`src/rtl/irq_core_pkg.sv`:
```
package irq_core_pkg;
    localparam int unsigned LINES = 8;
    localparam int unsigned LW    = $clog2(LINES);

    localparam int unsigned EOI_SPEC_BIT = 0;
    localparam int unsigned EOI_ROT_BIT  = 1;

    typedef logic [LINES-1:0] vec_t;
    typedef logic [LW-1:0]    line_t;

    typedef struct packed {
        vec_t irr;
        vec_t last;
    } cap_state_t;

    typedef struct packed {
        vec_t  isr;
        line_t base;
        vec_t  trig;
    } core_state_t;
endpackage

```
`src/rtl/irq_rot_find.sv`:
```
module irq_rot_find
    import irq_core_pkg::*;
(
    input  vec_t  bits,
    input  line_t base,
    output logic  found,
    output line_t line
);
    vec_t  rot;
    line_t rank;

    always_comb begin
        rot   = (bits >> base) | (bits << (LINES - base));
        found = |rot;
        rank  = '0;
        for (int k = LINES - 1; k >= 0; k--) begin
            if (rot[k]) rank = line_t'(k);
        end
        line = base + rank;
    end
endmodule

```
`src/rtl/irq_resolver.sv`:
```
module irq_resolver
    import irq_core_pkg::*;
(
    input  vec_t  pend,
    input  vec_t  isr,
    input  vec_t  isr_ignore,
    input  line_t base,
    output logic  hit,
    output line_t line
);
    logic  p_found, s_found;
    line_t p_line, s_line, p_rank, s_rank;
    vec_t  isr_rank;

    assign isr_rank = isr & ~isr_ignore;

    irq_rot_find u_pend (.bits(pend),     .base(base), .found(p_found), .line(p_line));
    irq_rot_find u_serv (.bits(isr_rank), .base(base), .found(s_found), .line(s_line));

    always_comb begin
        p_rank = p_line - base;
        s_rank = s_line - base;
        hit    = p_found && (!s_found || (p_rank < s_rank));
        line   = p_line;
    end

    always_comb begin
        if (p_found) begin
            AST_PEND_LINE_SET: assert (pend[p_line]) else $error("pending finder line not set");
        end
        if (s_found) begin
            AST_SERV_LINE_SET: assert (isr_rank[s_line]) else $error("in-service finder line not set");
        end
    end
endmodule

```
`src/rtl/irq_capture.sv`:
```
module irq_capture
    import irq_core_pkg::*;
(
    input  logic clk,
    input  logic rst_n,
    input  vec_t req,
    input  vec_t trig,
    input  vec_t clr,
    output vec_t irr
);
    cap_state_t st_d, st_q;

    always_comb begin
        st_d = st_q;
        for (int i = 0; i < LINES; i++) begin
            if (trig[i]) begin
                st_d.irr[i] = req[i];
            end else if (req[i] && !st_q.last[i]) begin
                st_d.irr[i] = 1'b1;
            end
            st_d.last[i] = req[i];
        end
        st_d.irr = st_d.irr & ~(clr & ~trig);
    end

    always_ff @(posedge clk or negedge rst_n) begin
        if (!rst_n) st_q <= '0;
        else        st_q <= st_d;
    end

    assign irr = st_q.irr;

    AST_LEVEL_TRACKS: assert property (@(posedge clk) disable iff (!rst_n)
        1'b1 |=> ((irr & $past(trig)) == ($past(req) & $past(trig))))
        else $error("level line does not follow input");

    AST_EDGE_STICKY: assert property (@(posedge clk) disable iff (!rst_n)
        1'b1 |=> (($past(irr) & ~$past(trig) & ~$past(clr) & ~irr) == '0))
        else $error("edge request dropped without acknowledge");
endmodule

```
`src/rtl/irq_core.sv`:
```
module irq_core
    import irq_core_pkg::*;
#(
    parameter bit          IS_MASTER = 1'b1,
    parameter int unsigned CASC_LINE = 2
) (
    input  logic       clk,
    input  logic       rst_n,
    input  logic [7:0] req_in,
    input  logic [7:0] mask_in,
    input  logic       trig_wr,
    input  logic [7:0] trig_wdata,
    input  logic       nest_en,
    input  logic       auto_eoi_en,
    input  logic       auto_rot_en,
    input  logic       eoi_valid,
    input  logic [1:0] eoi_kind,
    input  logic [2:0] eoi_line,
    input  logic       ack_req,
    output logic       irq_out,
    output logic [2:0] irq_line,
    output logic [2:0] ack_line,
    output logic       ack_none,
    output logic [7:0] irr_out,
    output logic [7:0] isr_out
);
    localparam vec_t  TRIG_KEEP = IS_MASTER ? vec_t'(8'hF8) : vec_t'(8'hDE);
    localparam vec_t  CASC_BIT  = vec_t'(1) << CASC_LINE;
    localparam line_t NO_LINE   = line_t'(LINES - 1);

    core_state_t st_d, st_q;
    vec_t  irr_q, pend, ign, clr, isr_e;
    line_t base_e, tgt, ack_win, eoi_hi_line;
    logic  ack_hit, eoi_hi_found, eoi_do;

    assign pend = irr_q & ~mask_in;
    assign ign  = (IS_MASTER && nest_en) ? CASC_BIT : '0;

    irq_capture u_cap (
        .clk  (clk),
        .rst_n(rst_n),
        .req  (req_in),
        .trig (st_q.trig),
        .clr  (clr),
        .irr  (irr_q)
    );

    // Resolution of the registered state: drives the request toward the processor
    irq_resolver u_live (
        .pend      (pend),
        .isr       (st_q.isr),
        .isr_ignore(ign),
        .base      (st_q.base),
        .hit       (irq_out),
        .line      (irq_line)
    );

    // Highest in-service line for a non-specific end of interrupt
    irq_rot_find u_eoi (
        .bits (st_q.isr),
        .base (st_q.base),
        .found(eoi_hi_found),
        .line (eoi_hi_line)
    );

    // End of interrupt is applied before the acknowledge looks at the state
    always_comb begin
        isr_e  = st_q.isr;
        base_e = st_q.base;
        tgt    = eoi_kind[EOI_SPEC_BIT] ? eoi_line : eoi_hi_line;
        eoi_do = eoi_valid && (eoi_kind[EOI_SPEC_BIT] || eoi_hi_found);
        if (eoi_do) begin
            isr_e[tgt] = 1'b0;
            if (eoi_kind[EOI_ROT_BIT]) base_e = tgt + line_t'(1);
        end
    end

    // Resolution after the end of interrupt: drives the acknowledge result
    irq_resolver u_ack (
        .pend      (pend),
        .isr       (isr_e),
        .isr_ignore(ign),
        .base      (base_e),
        .hit       (ack_hit),
        .line      (ack_win)
    );

    assign ack_none = !ack_hit;
    assign ack_line = ack_hit ? ack_win : NO_LINE;

    always_comb begin
        st_d      = st_q;
        st_d.isr  = isr_e;
        st_d.base = base_e;
        clr       = '0;
        if (ack_req && ack_hit) begin
            st_d.isr[ack_win] = 1'b1;
            clr[ack_win]      = 1'b1;
            if (auto_eoi_en) begin
                st_d.isr[ack_win] = 1'b0;
                if (auto_rot_en) st_d.base = ack_win + line_t'(1);
            end
        end
        if (trig_wr) st_d.trig = trig_wdata & TRIG_KEEP;
    end

    always_ff @(posedge clk or negedge rst_n) begin
        if (!rst_n) st_q <= '0;
        else        st_q <= st_d;
    end

    assign irr_out = irr_q;
    assign isr_out = st_q.isr;

    AST_ACK_MARKS_ISR: assert property (@(posedge clk) disable iff (!rst_n)
        (ack_req && !ack_none && !auto_eoi_en) |=> isr_out[$past(ack_line)])
        else $error("acknowledged line not in service");

    AST_AUTO_EOI_CLEAR: assert property (@(posedge clk) disable iff (!rst_n)
        (ack_req && !ack_none && auto_eoi_en) |=> !isr_out[$past(ack_line)])
        else $error("automatic end of interrupt left line in service");

    AST_IRQ_HAS_PENDING: assert property (@(posedge clk) disable iff (!rst_n)
        irq_out |-> ((irr_out & ~mask_in) != '0))
        else $error("request raised with nothing pending");

    AST_ONE_NEW_ISR: assert property (@(posedge clk) disable iff (!rst_n)
        1'b1 |=> ($countones(isr_out & ~$past(isr_out)) <= 1))
        else $error("more than one line entered service");

    AST_SPURIOUS_LINE: assert property (@(posedge clk) disable iff (!rst_n)
        ack_none |-> (ack_line == NO_LINE))
        else $error("no-winner acknowledge reports a line");
endmodule

```
`config.mk`:
```
export PLATFORM = sky130hd
export DESIGN_NAME = irq_core
export DESIGN_NICKNAME = d
export VERILOG_FILES = /design/src/rtl/irq_core_pkg.sv /design/src/rtl/irq_rot_find.sv /design/src/rtl/irq_resolver.sv /design/src/rtl/irq_capture.sv /design/src/rtl/irq_core.sv
export SDC_FILE = /design/constraint.sdc
export NUM_CORES = 1
export LEC_CHECK = 0
export BUFFER_PORTS_ARGS = -buffer_cell sky130_fd_sc_hd__clkbuf_2
export CAP_MARGIN = 10
export CORE_MARGIN = 1
export CORE_UTILIZATION = 47
export DETAILED_ROUTE_END_ITERATION = 6
export HOLD_SLACK_MARGIN = 0.05
export PLACE_DENSITY_LB_ADDON = 0.2
export SYNTH_ARGS = -nofsm -noshare
export SYNTH_HDL_FRONTEND = slang
export SYNTH_SLANG_ARGS = --single-unit
```
`constraint.sdc`:
```
create_clock -name clk -period 34.4 [get_ports clk]
set_input_delay 10.32 -clock clk [delete_from_list [all_inputs] [get_ports clk]]
set_output_delay 10.32 -clock clk [all_outputs]
set_load 0.03 [all_outputs]
```
==> flow_metrics.env <==
export IMPL_mappedNetlistNets=785
export IMPL_post_cts_hold_buffer_count=0
export IMPL_dieHeight_um=112
export IMPL_critical_path_startpoint="eoi_kind[0]"
export IMPL_tritoncts_num_sinks=32
export IMPL_io_buffers=57
export IMPL_setup_tns_ns=0
export IMPL_core_area_mm2=0.0116
export IMPL_totalWireLength_um=17500
export IMPL_edff_count_synth=0
export IMPL_syn_area_mm2=0.00565
export IMPL_synthesis_area_per_instance_um2=7.81
export IMPL_root_buffer="clkbuf_16"
export IMPL_drt_iter0_drc=601
export IMPL_report_final_hold_viol_count=0
export IMPL_rows=39
export IMPL_critPathKind="primary input to output port"
export IMPL_cts_resized_gates=0
export IMPL_yosys_area_share_adder=0.0597
export IMPL_clock_tree_from_tritoncts="done"
export IMPL_min_from="st_q[3]$_DFFE_PN0P_"
export IMPL_routed_via_count=5888
export IMPL_violations="DRC"
export IMPL_worst_setup_hold_path_clk_slew_ns=0.05
export IMPL_fin_crit_ns=28.70
export IMPL_routed_wire_length_per_instance_um=20.0
export IMPL_cp_required_ns=24.08
export IMPL_die_area_mm2=0.0125
export IMPL_post_route_period_util=0.834
export IMPL_grt_pass1_vias=5526
export IMPL_grt_ovfl_total=0
export IMPL_drt_drc_violations_left=3
export IMPL_syn_to_final_growth_pct=4.58
export IMPL_ys_types=104
export IMPL_io_pin_count=61
export IMPL_dpl_hpwl_um=12800
export IMPL_post_cts_repair_setup_buffers=0
export IMPL_setup_viol_count_final=0
export IMPL_worst_setup_path_start_kind="primary input"
export IMPL_clock_fmax_ghz=0.0348
export IMPL_nFillCells=1132
export IMPL_post_route_cells_drive_above_1_share=0.187
export IMPL_cp_max_fo=19
export IMPL_grt_use_total=0.279
export IMPL_worst_slew_pin_transition_ns=1.04
export IMPL_synthesis_yosys_warnings=0
export IMPL_async_reset_ff_frac=1.00
export IMPL_antenna_cells=0
export IMPL_number_of_antenna_violations_at_the_first_check_in_global_routing=0
export IMPL_synth_xor_area_frac=0.0248
export IMPL_reg2reg_slack_ns=21.90
export IMPL_pin_count_of_the_biggest_net_entering_global_routing=62
export IMPL_ff2ff_path_depth=38
export IMPL_start_util=0.489
export IMPL_post_drt_via_cell_ratio=6.74
export IMPL_grt_setup_unrepaired="no"
export IMPL_hp_class="flop to flop"
export IMPL_clk_path_buf_depth=2
export IMPL_drv_max_cap_violation_count=0
export IMPL_slew_limit_headroom=0.305
export IMPL_htree_levels=2
export IMPL_crit_reg2reg_launch="st_q[9]$_DFF_PN0_"
export IMPL_clock_skew_ns=0.00491
export IMPL_critPathCapture="ack_line[2]"
export IMPL_insertion_delay_ns=0.28
export IMPL_whs_ns=0.511
export IMPL_synth_top_area_share=0.142
export IMPL_layout_core_utilization=0.511
export IMPL_synth_simple_area_share=0.227
export IMPL_dpl_cell_count=866
export IMPL_antenna_left=0
export IMPL_compound_gate_fraction_of_synth_area=0.334
export IMPL_ys_ff_latch=32
export IMPL_synth_yosys_seq_area_share=0.142
export IMPL_run_status="finished, violations left"
export IMPL_slew_violations=0
export IMPL_die_width_um=112
export IMPL_reg2reg_to="st_q[9]$_DFF_PN0_"
export IMPL_post_route_non_filler_standard_cell_count=874
export IMPL_critPathArrivalTime_ns=18.38
export IMPL_global_route_wire_length_before_repair_um=28100
export IMPL_final_nets=791
export IMPL_synth_mux_area_fraction=0.124
export IMPL_routabilityCongestion=0.939
export IMPL_critical_path_endpoint_type="output port"
export IMPL_synth_top_family_by_area="compound AO/OA/AOI/OAI gates"
export IMPL_postSynthCellCount=724
export IMPL_most_repeated_cell_in_the_gate_level_netlist_after_synthesis="a21oi_1"
export IMPL_detail_route_first_pass_iterations=7
export IMPL_synth_top_cell_by_area="dfrtp_1"
export IMPL_synth_top_flop_cell="dfrtp_1"
export IMPL_synth_cells_most_frequent="64 x a21oi_1, 63 x nor2_1, 50 x nand2_1"
export IMPL_synth_area_leaders="dfrtp_1 14%, mux2i_1 6.0%, a21oi_1 5.7%"
export IMPL_cts_inserted_buffers=5
registers in the layout, summed over array words and instances (netlist names):
signal	count
isr_out	8
st_q	8
u_cap.irr	8
u_cap.st_q	8
per-layer routing:
layer	vias up	global-route usage	wire length [µm]
met5	-	0	0
met4	0	0.0973	434
met3	45	0.0370	1350
met2	333	0.448	8070
met1	2793	0.384	7600
li1	2717	-	-
area by class of cell:
cell class / count / area, µm² / share of cell area
Multi-Input combinational cell: 597 / 4350 / 0.736
Sequential cell: 32 / 802 / 0.136
Timing Repair Buffer: 60 / 308 / 0.0521
Tap cell: 143 / 179 / 0.0303
Clock buffer: 8 / 146 / 0.0248
Inverter: 34 / 128 / 0.0216
how the worst min path moves through the flow:
| stage | endpoint | cells after the start |
|---|---|---|
| 2_1_floorplan | u_cap.irr[3]$_DFF_PN0_ | 1 |
| 3_3_place_gp | u_cap.irr[3]$_DFF_PN0_ | 1 |
| 3_5_place_dp | u_cap.irr[3]$_DFF_PN0_ | 1 |
| 4_1_cts | u_cap.irr[3]$_DFF_PN0_ | 1 |
| 5_1_grt | u_cap.irr[3]$_DFF_PN0_ | 1 |
| 6_report | u_cap.irr[3]$_DFF_PN0_ | 1 |
through the flow:
step,setup slack [ns],cell area (µm²)
final,5.70,5910
after global placement,5.96,5770
after detailed placement,5.83,5770
after CTS,5.83,5910
after floorplan,7.34,5650
after global routing,5.26,5910
cell families (layout without fill, tap and decap cells):
group	after synthesis	after routing
XOR/XNOR	13	13
adder cells (fa/ha/maj)	24	24
flip-flops	32	32
buffers and inverters	95	102
AND/OR/NAND/NOR	243	243
AO/OA/AOI/OAI	263	263
multiplexers	54	54
placed cells by master (no fill, tap or decap), types with 5 or more instances in the layout:
cell type	count
a211oi_1	11
a21o_1	6
a21oi_1	64
a221oi_1	7
a22oi_1	5
a31oi_1	10
and3_1	7
clkbuf_16	5
clkbuf_2	57
dfrtp_1	31
fa_1	5
ha_1	19
inv_1	31
mux2_2	6
mux2i_1	34
mux4_2	9
nand2_1	50
nand2b_1	25
nand3_1	27
nor2_1	63
nor2b_1	12
nor3_1	20
o211ai_1	7
o21a_1	6
o21ai_0	47
o21ai_1	6
o22ai_1	17
o31a_1	5
o31ai_1	5
or2_2	6
xnor2_1	7
critical path: stages:
cell      delay [ns]
clkbuf_2        0.22
mux2i_1         0.31
inv_1           0.15
ha_1            0.33
and3_1          0.20
o21ai_1         0.30
nand2_2         0.32
inv_1           0.53
ha_1            0.55
inv_2           0.39
mux4_2          0.62
a221oi_1        0.31
o22ai_1         0.15
nand2b_1        0.14
nand3_1         0.09
a31oi_1         0.20
o221ai_1        0.12
o311a_1         0.15
ha_1            0.21
fa_1            0.66
fa_1            0.47
ha_1            0.30
a31o_2          0.20
a21o_1          0.20
a22oi_4         0.36
and2_1          0.30
inv_1           0.07
clkbuf_2        0.18
Power is left out: the tool's default activity adds up to more than one toggle a clock period on the data nets, which glitch-free logic cannot reach.
